## src/rtl/adbus_pkg.sv

```systemverilog
package adbus_pkg;

    localparam int unsigned AD_W   = 16;
    localparam int unsigned LANE_W = 8;
    localparam int unsigned LANES  = AD_W / LANE_W;

    typedef enum logic [2:0] {
        PH_IDLE = 3'd0,
        PH_T1   = 3'd1,
        PH_T2   = 3'd2,
        PH_T3   = 3'd3,
        PH_TW   = 3'd4,
        PH_T4   = 3'd5,
        PH_HOLD = 3'd6
    } phase_e;

    typedef enum logic [1:0] {
        RGN_OTHER = 2'd0,
        RGN_UPPER = 2'd1,
        RGN_LOWER = 2'd2
    } region_e;

    typedef struct packed {
        logic [AD_W-1:0] addr;
        logic [AD_W-1:0] wdata;
        logic            byte_sz;
        logic            write;
        logic            refresh;
        region_e         region;
    } busreq_t;

    // Lane code: active-low high enable; refresh forces it high.
    function automatic logic lane_bhe_n(busreq_t r);
        return r.refresh | (r.byte_sz & ~r.addr[0]);
    endfunction

    // AD0 in the address phase: words are forced even.
    function automatic logic lane_ad0(busreq_t r);
        return r.refresh | (r.byte_sz & r.addr[0]);
    endfunction

    function automatic logic in_cycle(phase_e p);
        return (p == PH_T1) || (p == PH_T2) || (p == PH_T3) ||
               (p == PH_TW) || (p == PH_T4);
    endfunction

endpackage

```

## src/rtl/adbus_rdy_sync.sv

```systemverilog
module adbus_rdy_sync #(
    parameter int unsigned STAGES = 2
) (
    input  logic clk,
    input  logic rst,
    input  logic d,
    output logic q
);
    logic [STAGES-1:0] sr;

    generate
        if (STAGES == 1) begin : g_one
            always_ff @(posedge clk) begin
                if (rst) sr <= '0;
                else     sr <= d;
            end
        end else begin : g_chain
            always_ff @(posedge clk) begin
                if (rst) sr <= '0;
                else     sr <= {sr[STAGES-2:0], d};
            end
        end
    endgenerate

    assign q = sr[STAGES-1];
endmodule

```

## src/rtl/adbus_fsm.sv

```systemverilog
module adbus_fsm
    import adbus_pkg::*;
(
    input  logic    clk,
    input  logic    rst,
    input  logic    strap,
    input  logic    req_valid,
    input  busreq_t req_in,
    input  logic    rdy,
    input  logic    hold_req,
    output phase_e  phase,
    output busreq_t cur,
    output logic    strap_q,
    output logic    req_ready,
    output logic    cap
);
    phase_e nxt;

    assign req_ready = (phase == PH_IDLE) && !hold_req;
    assign cap = ((phase == PH_T3) || (phase == PH_TW)) && rdy &&
                 !cur.write && !cur.refresh;

    always_comb begin
        nxt = phase;
        unique case (phase)
            PH_IDLE: begin
                if (hold_req)       nxt = PH_HOLD;
                else if (req_valid) nxt = PH_T1;
            end
            PH_HOLD: if (!hold_req) nxt = PH_IDLE;
            PH_T1:   nxt = PH_T2;
            PH_T2:   nxt = PH_T3;
            PH_T3, PH_TW: nxt = rdy ? PH_T4 : PH_TW;
            PH_T4:   nxt = PH_IDLE;
            default: nxt = PH_IDLE;
        endcase
    end

    always_ff @(posedge clk) begin
        if (rst) begin
            phase   <= PH_IDLE;
            strap_q <= strap;
            cur     <= '0;
        end else begin
            phase <= nxt;
            if (req_ready && req_valid) cur <= req_in;
        end
    end
endmodule

```

## src/rtl/adbus_lane_drv.sv

```systemverilog
module adbus_lane_drv
    import adbus_pkg::*;
(
    input  logic                  clk,
    input  logic                  rst,
    input  phase_e                phase,
    input  busreq_t               cur,
    input  logic                  strap_q,
    input  logic                  da_upper,
    input  logic                  da_lower,
    input  logic                  cap,
    input  logic [AD_W-1:0]       ad_in,
    output logic                  bhe_n,
    output logic                  bhe_oe,
    output logic [AD_W-1:0]       ad_out,
    output logic [LANES-1:0]      ad_oe,
    output logic [AD_W-1:0]       rd_data,
    output logic                  rd_valid
);
    logic             suppress;
    logic [AD_W-1:0]  t1_val;
    logic [AD_W-1:0]  dval;
    logic [LANES-1:0] doe;

    assign suppress = strap_q && !cur.refresh &&
                      (((cur.region == RGN_UPPER) && da_upper) ||
                       ((cur.region == RGN_LOWER) && da_lower));

    assign t1_val = cur.refresh ? {AD_W{1'b1}}
                                : {cur.addr[AD_W-1:1], lane_ad0(cur)};

    // Data-phase lane plan
    always_comb begin
        dval = '0;
        doe  = '0;
        if (!cur.refresh) begin
            if (!cur.byte_sz) begin
                if (cur.write) begin
                    dval = cur.wdata;
                    doe  = '1;
                end
            end else if (!cur.addr[0]) begin
                dval = {cur.addr[AD_W-1:LANE_W], cur.wdata[LANE_W-1:0]};
                doe  = {1'b1, cur.write};
            end else if (cur.write) begin
                dval = {cur.wdata[LANE_W-1:0], {LANE_W{1'b0}}};
                doe  = {1'b1, 1'b0};
            end
        end
    end

    always_comb begin
        ad_out = '0;
        ad_oe  = '0;
        if (!rst) begin
            if (phase == PH_T1) begin
                ad_out = t1_val;
                ad_oe  = suppress ? '0 : '1;
            end else if (in_cycle(phase)) begin
                ad_out = dval;
                ad_oe  = doe;
            end
        end
    end

    assign bhe_oe = !rst && (phase != PH_HOLD);
    assign bhe_n  = in_cycle(phase) ? lane_bhe_n(cur) : 1'b1;

    always_ff @(posedge clk) begin
        if (rst) begin
            rd_valid <= 1'b0;
            rd_data  <= '0;
        end else begin
            rd_valid <= cap;
            if (cap) rd_data <= ad_in;
        end
    end
endmodule

```

## src/rtl/adbus_seq.sv

```systemverilog
module adbus_seq
    import adbus_pkg::*;
#(
    parameter int unsigned SYNC_STAGES = 2
) (
    input  logic              clk,
    input  logic              rst,
    input  logic              addr_en_strap,
    input  logic              da_upper,
    input  logic              da_lower,
    input  logic              req_valid,
    output logic              req_ready,
    input  logic [15:0]       req_addr,
    input  logic [15:0]       req_wdata,
    input  logic              req_byte,
    input  logic              req_write,
    input  logic              req_refresh,
    input  logic [1:0]        req_region,
    input  logic              ardy,
    input  logic              srdy,
    input  logic              hold_req,
    output logic              hold_ack,
    output logic [2:0]        phase,
    output logic              bhe_n,
    output logic              bhe_oe,
    output logic [15:0]       ad_out,
    output logic [1:0]        ad_oe,
    input  logic [15:0]       ad_in,
    output logic [15:0]       rd_data,
    output logic              rd_valid
);
    logic    ardy_s;
    logic    rdy;
    logic    strap_q;
    logic    cap;
    phase_e  ph;
    busreq_t req_in;
    busreq_t cur;

    assign req_in = '{addr: req_addr, wdata: req_wdata, byte_sz: req_byte,
                      write: req_write, refresh: req_refresh,
                      region: region_e'(req_region)};

    adbus_rdy_sync #(.STAGES(SYNC_STAGES)) u_sync (
        .clk(clk), .rst(rst), .d(ardy), .q(ardy_s)
    );

    assign rdy = ardy_s | srdy;

    adbus_fsm u_fsm (
        .clk(clk), .rst(rst), .strap(addr_en_strap),
        .req_valid(req_valid), .req_in(req_in), .rdy(rdy),
        .hold_req(hold_req), .phase(ph), .cur(cur), .strap_q(strap_q),
        .req_ready(req_ready), .cap(cap)
    );

    adbus_lane_drv u_lane (
        .clk(clk), .rst(rst), .phase(ph), .cur(cur), .strap_q(strap_q),
        .da_upper(da_upper), .da_lower(da_lower), .cap(cap), .ad_in(ad_in),
        .bhe_n(bhe_n), .bhe_oe(bhe_oe), .ad_out(ad_out), .ad_oe(ad_oe),
        .rd_data(rd_data), .rd_valid(rd_valid)
    );

    assign phase    = ph;
    assign hold_ack = (ph == PH_HOLD);
endmodule

```

## config.mk

```make
export PLATFORM = sky130hd
export DESIGN_NAME = adbus_seq
export DESIGN_NICKNAME = d
export VERILOG_FILES = /design/src/rtl/adbus_pkg.sv /design/src/rtl/adbus_rdy_sync.sv /design/src/rtl/adbus_fsm.sv /design/src/rtl/adbus_lane_drv.sv /design/src/rtl/adbus_seq.sv
export SDC_FILE = /design/constraint.sdc
export NUM_CORES = 1
export LEC_CHECK = 0
export BUFFER_PORTS_ARGS = -buffer_cell sky130_fd_sc_hd__buf_2
export CORE_ASPECT_RATIO = 1.5
export CORE_MARGIN = 4
export CORE_UTILIZATION = 30
export CTS_BUF_LIST = sky130_fd_sc_hd__clkbuf_8
export CTS_CLUSTER_SIZE = 25
export DETAILED_ROUTE_END_ITERATION = 6
export HOLD_SLACK_MARGIN = 0.05
export PLACE_DENSITY = 0.66
export SLEW_MARGIN = 10
export SYNTH_ARGS = -nofsm -noshare
export SYNTH_HDL_FRONTEND = slang
export SYNTH_SLANG_ARGS = --single-unit
```

## constraint.sdc

```tcl
create_clock -name clk -period 1.88 [get_ports clk]
set_clock_uncertainty 0.1 [all_clocks]
set_input_delay 0.188 -clock clk [delete_from_list [all_inputs] [get_ports clk]]
set_output_delay 0.188 -clock clk [all_outputs]
set_load 0.005 [all_outputs]
```

==> impl_metrics.json <==
{
  "post_synth_mux_area_share_pct": 6.00,
  "grt.met2_usage_pct": 32.7,
  "postSynthNetCount": 407,
  "post_place_cells": 544,
  "critical_path_launch_point_type": "register",
  "n_fill_cell": 819,
  "max-cap-violations": 0,
  "mappedNetlistArea_mm2": 0.00267,
  "grt_first_pass_wirelength_um": 14600,
  "synth-adder-area-share_pct": 0.375,
  "grt_pass1_vias": 2984,
  "clk_pin_slew_ns": 0.06,
  "multi_input_area_mm2": 0.00139,
  "grt_use_total_pct": 17.8,
  "cp.required_ns": 1.59,
  "mostFrequentLayoutCells": "buf_2, nand2_1, dfxtp_1",
  "die_height_um": 123,
  "count_of_input_and_output_buffers": 103,
  "rows": 41,
  "cts_tree": "done",
  "power.net_switching_w": 0.000963,
  "drt_iter0_drc": 116,
  "detailed_place_hpwl_um": 5920,
  "rsz0062_at_grt": "yes",
  "violations_in_the_final_reports": "negative setup slack",
  "cell_type_with_the_largest_total_area_after_synthesis": "dfxtp_1",
  "antennaDiodeCount": 0,
  "worstMarginPinSlew_ns": 0.446,
  "synthesis.instances": 345,
  "startpoint": "u_fsm.phase[2]$_SDFFE_PP0P_",
  "fmax_mhz": 453,
  "wirelength_um": 9080,
  "tritoncts.num_buffers": 9,
  "internal-power_w": 0.00270,
  "worst_ep_arrival_time_ns": 1.92,
  "layout.nets": 570,
  "postPlaceCellArea_mm2": 0.00335,
  "critPathCaptureType": "output pin",
  "globalRouteMet3Util_pct": 4.07,
  "post_synth_arst_share_pct": 0,
  "leakage_nw": 1.88,
  "final.setup.worst_slack_ns": -0.327,
  "yosys-top-cells-area": "dfxtp_1, nand2_1, a21oi_1",
  "globalplace.congestion": 0.740,
  "netSwitchingFraction_pct": 26.3,
  "power.share.sequential_pct": 39.0,
  "worst_r2r_startpoint": "u_fsm.phase[2]$_SDFFE_PP0P_",
  "critical_path_class": "register to output pin",
  "hold_violations": 0,
  "pwr-share-clk_pct": 39.8,
  "floorplan.core_area_mm2": 0.00857,
  "layout_worst_path_cycle_share_pct": 117,
  "final_layout_size_suffix_gt1_share_pct": 30.0,
  "synth-warning-count": 0,
  "timing.critical_path.fanout_max": 7,
  "cts.path.max_buffers": 2,
  "antenna_found_initial": 0,
  "synth-edff-count": 1,
  "ctsRootBufferMaster": "clkbuf_8",
  "dieArea_mm2": 0.0105,
  "drt-wirelength-per-cell_um": 14.6,
  "synth_top_family_by_area": "simple AND/OR/NAND/NOR gates",
  "insertion_delay_ns": 0.34,
  "floorplan.initialDensity_pct": 31.1,
  "timing.critical_path.max_delay_family": "simple AND/OR/NAND/NOR gates",
  "run_status": "complete, but fails checks",
  "crit_slowest_cell": "or4_4",
  "post_drt_via_cell_ratio": 4.76,
  "layout_commonest_cell": "buf_2",
  "fin_area_mm2": 0.00428,
  "synth-main-ff-cell": "dfxtp_1",
  "largest_voltage_drop_on_the_vdd_net_uv": 491,
  "power_frac_comb_pct": 21.2,
  "synth.avg_cell_area_um2": 7.73,
  "setup.reg_to_reg.worst_slack_ns": 0.12,
  "post_synth_and_or_nand_nor_area_fraction_pct": 25.9,
  "synth_to_final_area_change_pct": 60.3,
  "synth-seq-cells": 60,
  "timing.hold.worst.start": "srdy",
  "cts_num_sinks": 60,
  "slew_headroom_pct": 70.2,
  "remaining_drc_errors": 0,
  "global_route_met1_utilization_pct": 19.6,
  "yosysSeqAreaShare_pct": 45.4,
  "power_density_of_the_placed_cells_mw_per_mm2": 856,
  "chipWidth_um": 85.0,
  "dr.pass1.iters": 4,
  "io_pins": 104,
  "grt_max_degree": 42,
  "synth.top_cell.area_share_pct": 44.3,
  "global_route.peak_usage_layer": "met2",
  "vias": 2953,
  "finalCriticalPeriod_ns": 2.21,
  "overflow": 0,
  "slew_violations": 0,
  "htree_levels": 3,
  "cp_num_buf_inv": 2,
  "crit_path_cell_trace": "xnor2_1, or4_4, a21oi_4, buf_12, o2bb2ai_1, buf_2",
  "timing.critical_path.slowest_cell_delay_ns": 0.57,
  "setup-violations-final": 17,
  "synth_xor_xnor_area_share_pct": 0.328,
  "ant_nets": 0,
  "area.sequential_mm2": 0.00121,
  "ys_types": 35,
  "hold_path_class": "input port to register",
  "final-instance-count-excl-fill": 620,
  "synth_compound_gate_area_share_pct": 16.8
}
[cells in the mapped netlist (2+ instances only)]
master      n
nor3_1      3
nor2_1     39
clkbuf_1   19
nand3b_1    2
o31ai_1     2
o2bb2ai_1   7
o21ai_0    13
dfxtp_1    59
mux2i_1    16
inv_1       4
nand3_1    17
nand2_1    79
o22ai_1     8
a21oi_1    41
nand2b_1    9
buf_2       6
nor2b_1     3
[power groups by stage]
| stage | clock network [W] | logic, W | registers (W) |
|---|---|---|---|
| 2_1_floorplan | 0 | 0.000375 | 0.00144 |
| 3_3_place_gp | 0 | 0.000633 | 0.00145 |
| 3_5_place_dp | 0 | 0.000644 | 0.00145 |
| 4_1_cts | 0.00149 | 0.000749 | 0.00143 |
| 5_1_grt | 0.00156 | 0.000860 | 0.00144 |
| 6_report | 0.00146 | 0.000775 | 0.00143 |
[layout make-up]
| class | count | share of cell area (%) |
|---|---|---|
| Clock inverter | 5 | 2.31 |
| Tap cell | 107 | 3.13 |
| Inverter | 4 | 0.351 |
| Clock buffer | 11 | 3.54 |
| Timing Repair Buffer | 180 | 29.7 |
| Sequential cell | 60 | 28.3 |
| Multi-Input combinational cell | 253 | 32.6 |
[flip-flops by register name, indices dropped and copies added (netlist names)]
name and flops:
u_fsm.strap_q 1, u_fsm.phase 3, u_lane.rd_valid 1, u_lane.rd_data 16
u_fsm.cur 37, u_sync.sr 2
[path summary, 6_finish.rpt]
path	endpoint	depth (start not counted)
worst max register to register	u_fsm.cur[19]$_SDFFE_PP0P_	6
worst min-delay path	u_fsm.phase[0]$_SDFFE_PP0P_	3
worst min register to register	u_sync.sr[1]$_SDFF_PP0_	1
worst max-delay path	ad_out[5]	6
[cell families after synthesis]
| family | after synthesis |
|---|---|
| buf+inv | 32 |
| fa+ha+maj | 1 |
| simple gates | 159 |
| compound gates | 76 |
| mux | 16 |
| flops | 60 |
| xor+xnor | 1 |
[repair_timing]
action | CTS | global route
endpoints found under the hold margin | 56 | 0
hold buffers | 56 | 0
endpoints found under the setup margin | 18 | 18
gates resized for setup | 3 | 10
buffers inserted | 2 | 2
pin swaps | 4 | 1
[tightest hold or removal path: stages]
cell and delay, ns:
buf_2 0.11, o31ai_1 0.22, nor3_1 0.05
[stage by stage]
| stage | hold WS (ns) | total power (W) | utilization (%) | worst slack (ns) | TNS [ns] |
|---|---|---|---|---|---|
| after floorplan | 0.187 | 0.00182 | - | 0.147 | 0 |
| after global placement | 0.267 | 0.00208 | 39.1 | -0.0153 | -0.0249 |
| after detailed placement | 0.270 | 0.00210 | 39.1 | -0.0702 | -0.398 |
| after CTS | 0.127 | 0.00367 | 48.9 | -0.333 | -4.29 |
| after global routing | 0.170 | 0.00386 | 49.9 | -0.398 | -5.85 |
| final | 0.178 | 0.00366 | 49.9 | -0.327 | -4.41 |
[per-layer routing]
layer	up-vias	wire length, um	share of wire, %
li1	1487	-	-
met1	1353	3650	40
met2	102	4760	52
met3	11	527	5.8
met4	0	136	1.5
met5	-	0	0
No activity file was read; power rests on OpenSTA's default activity.
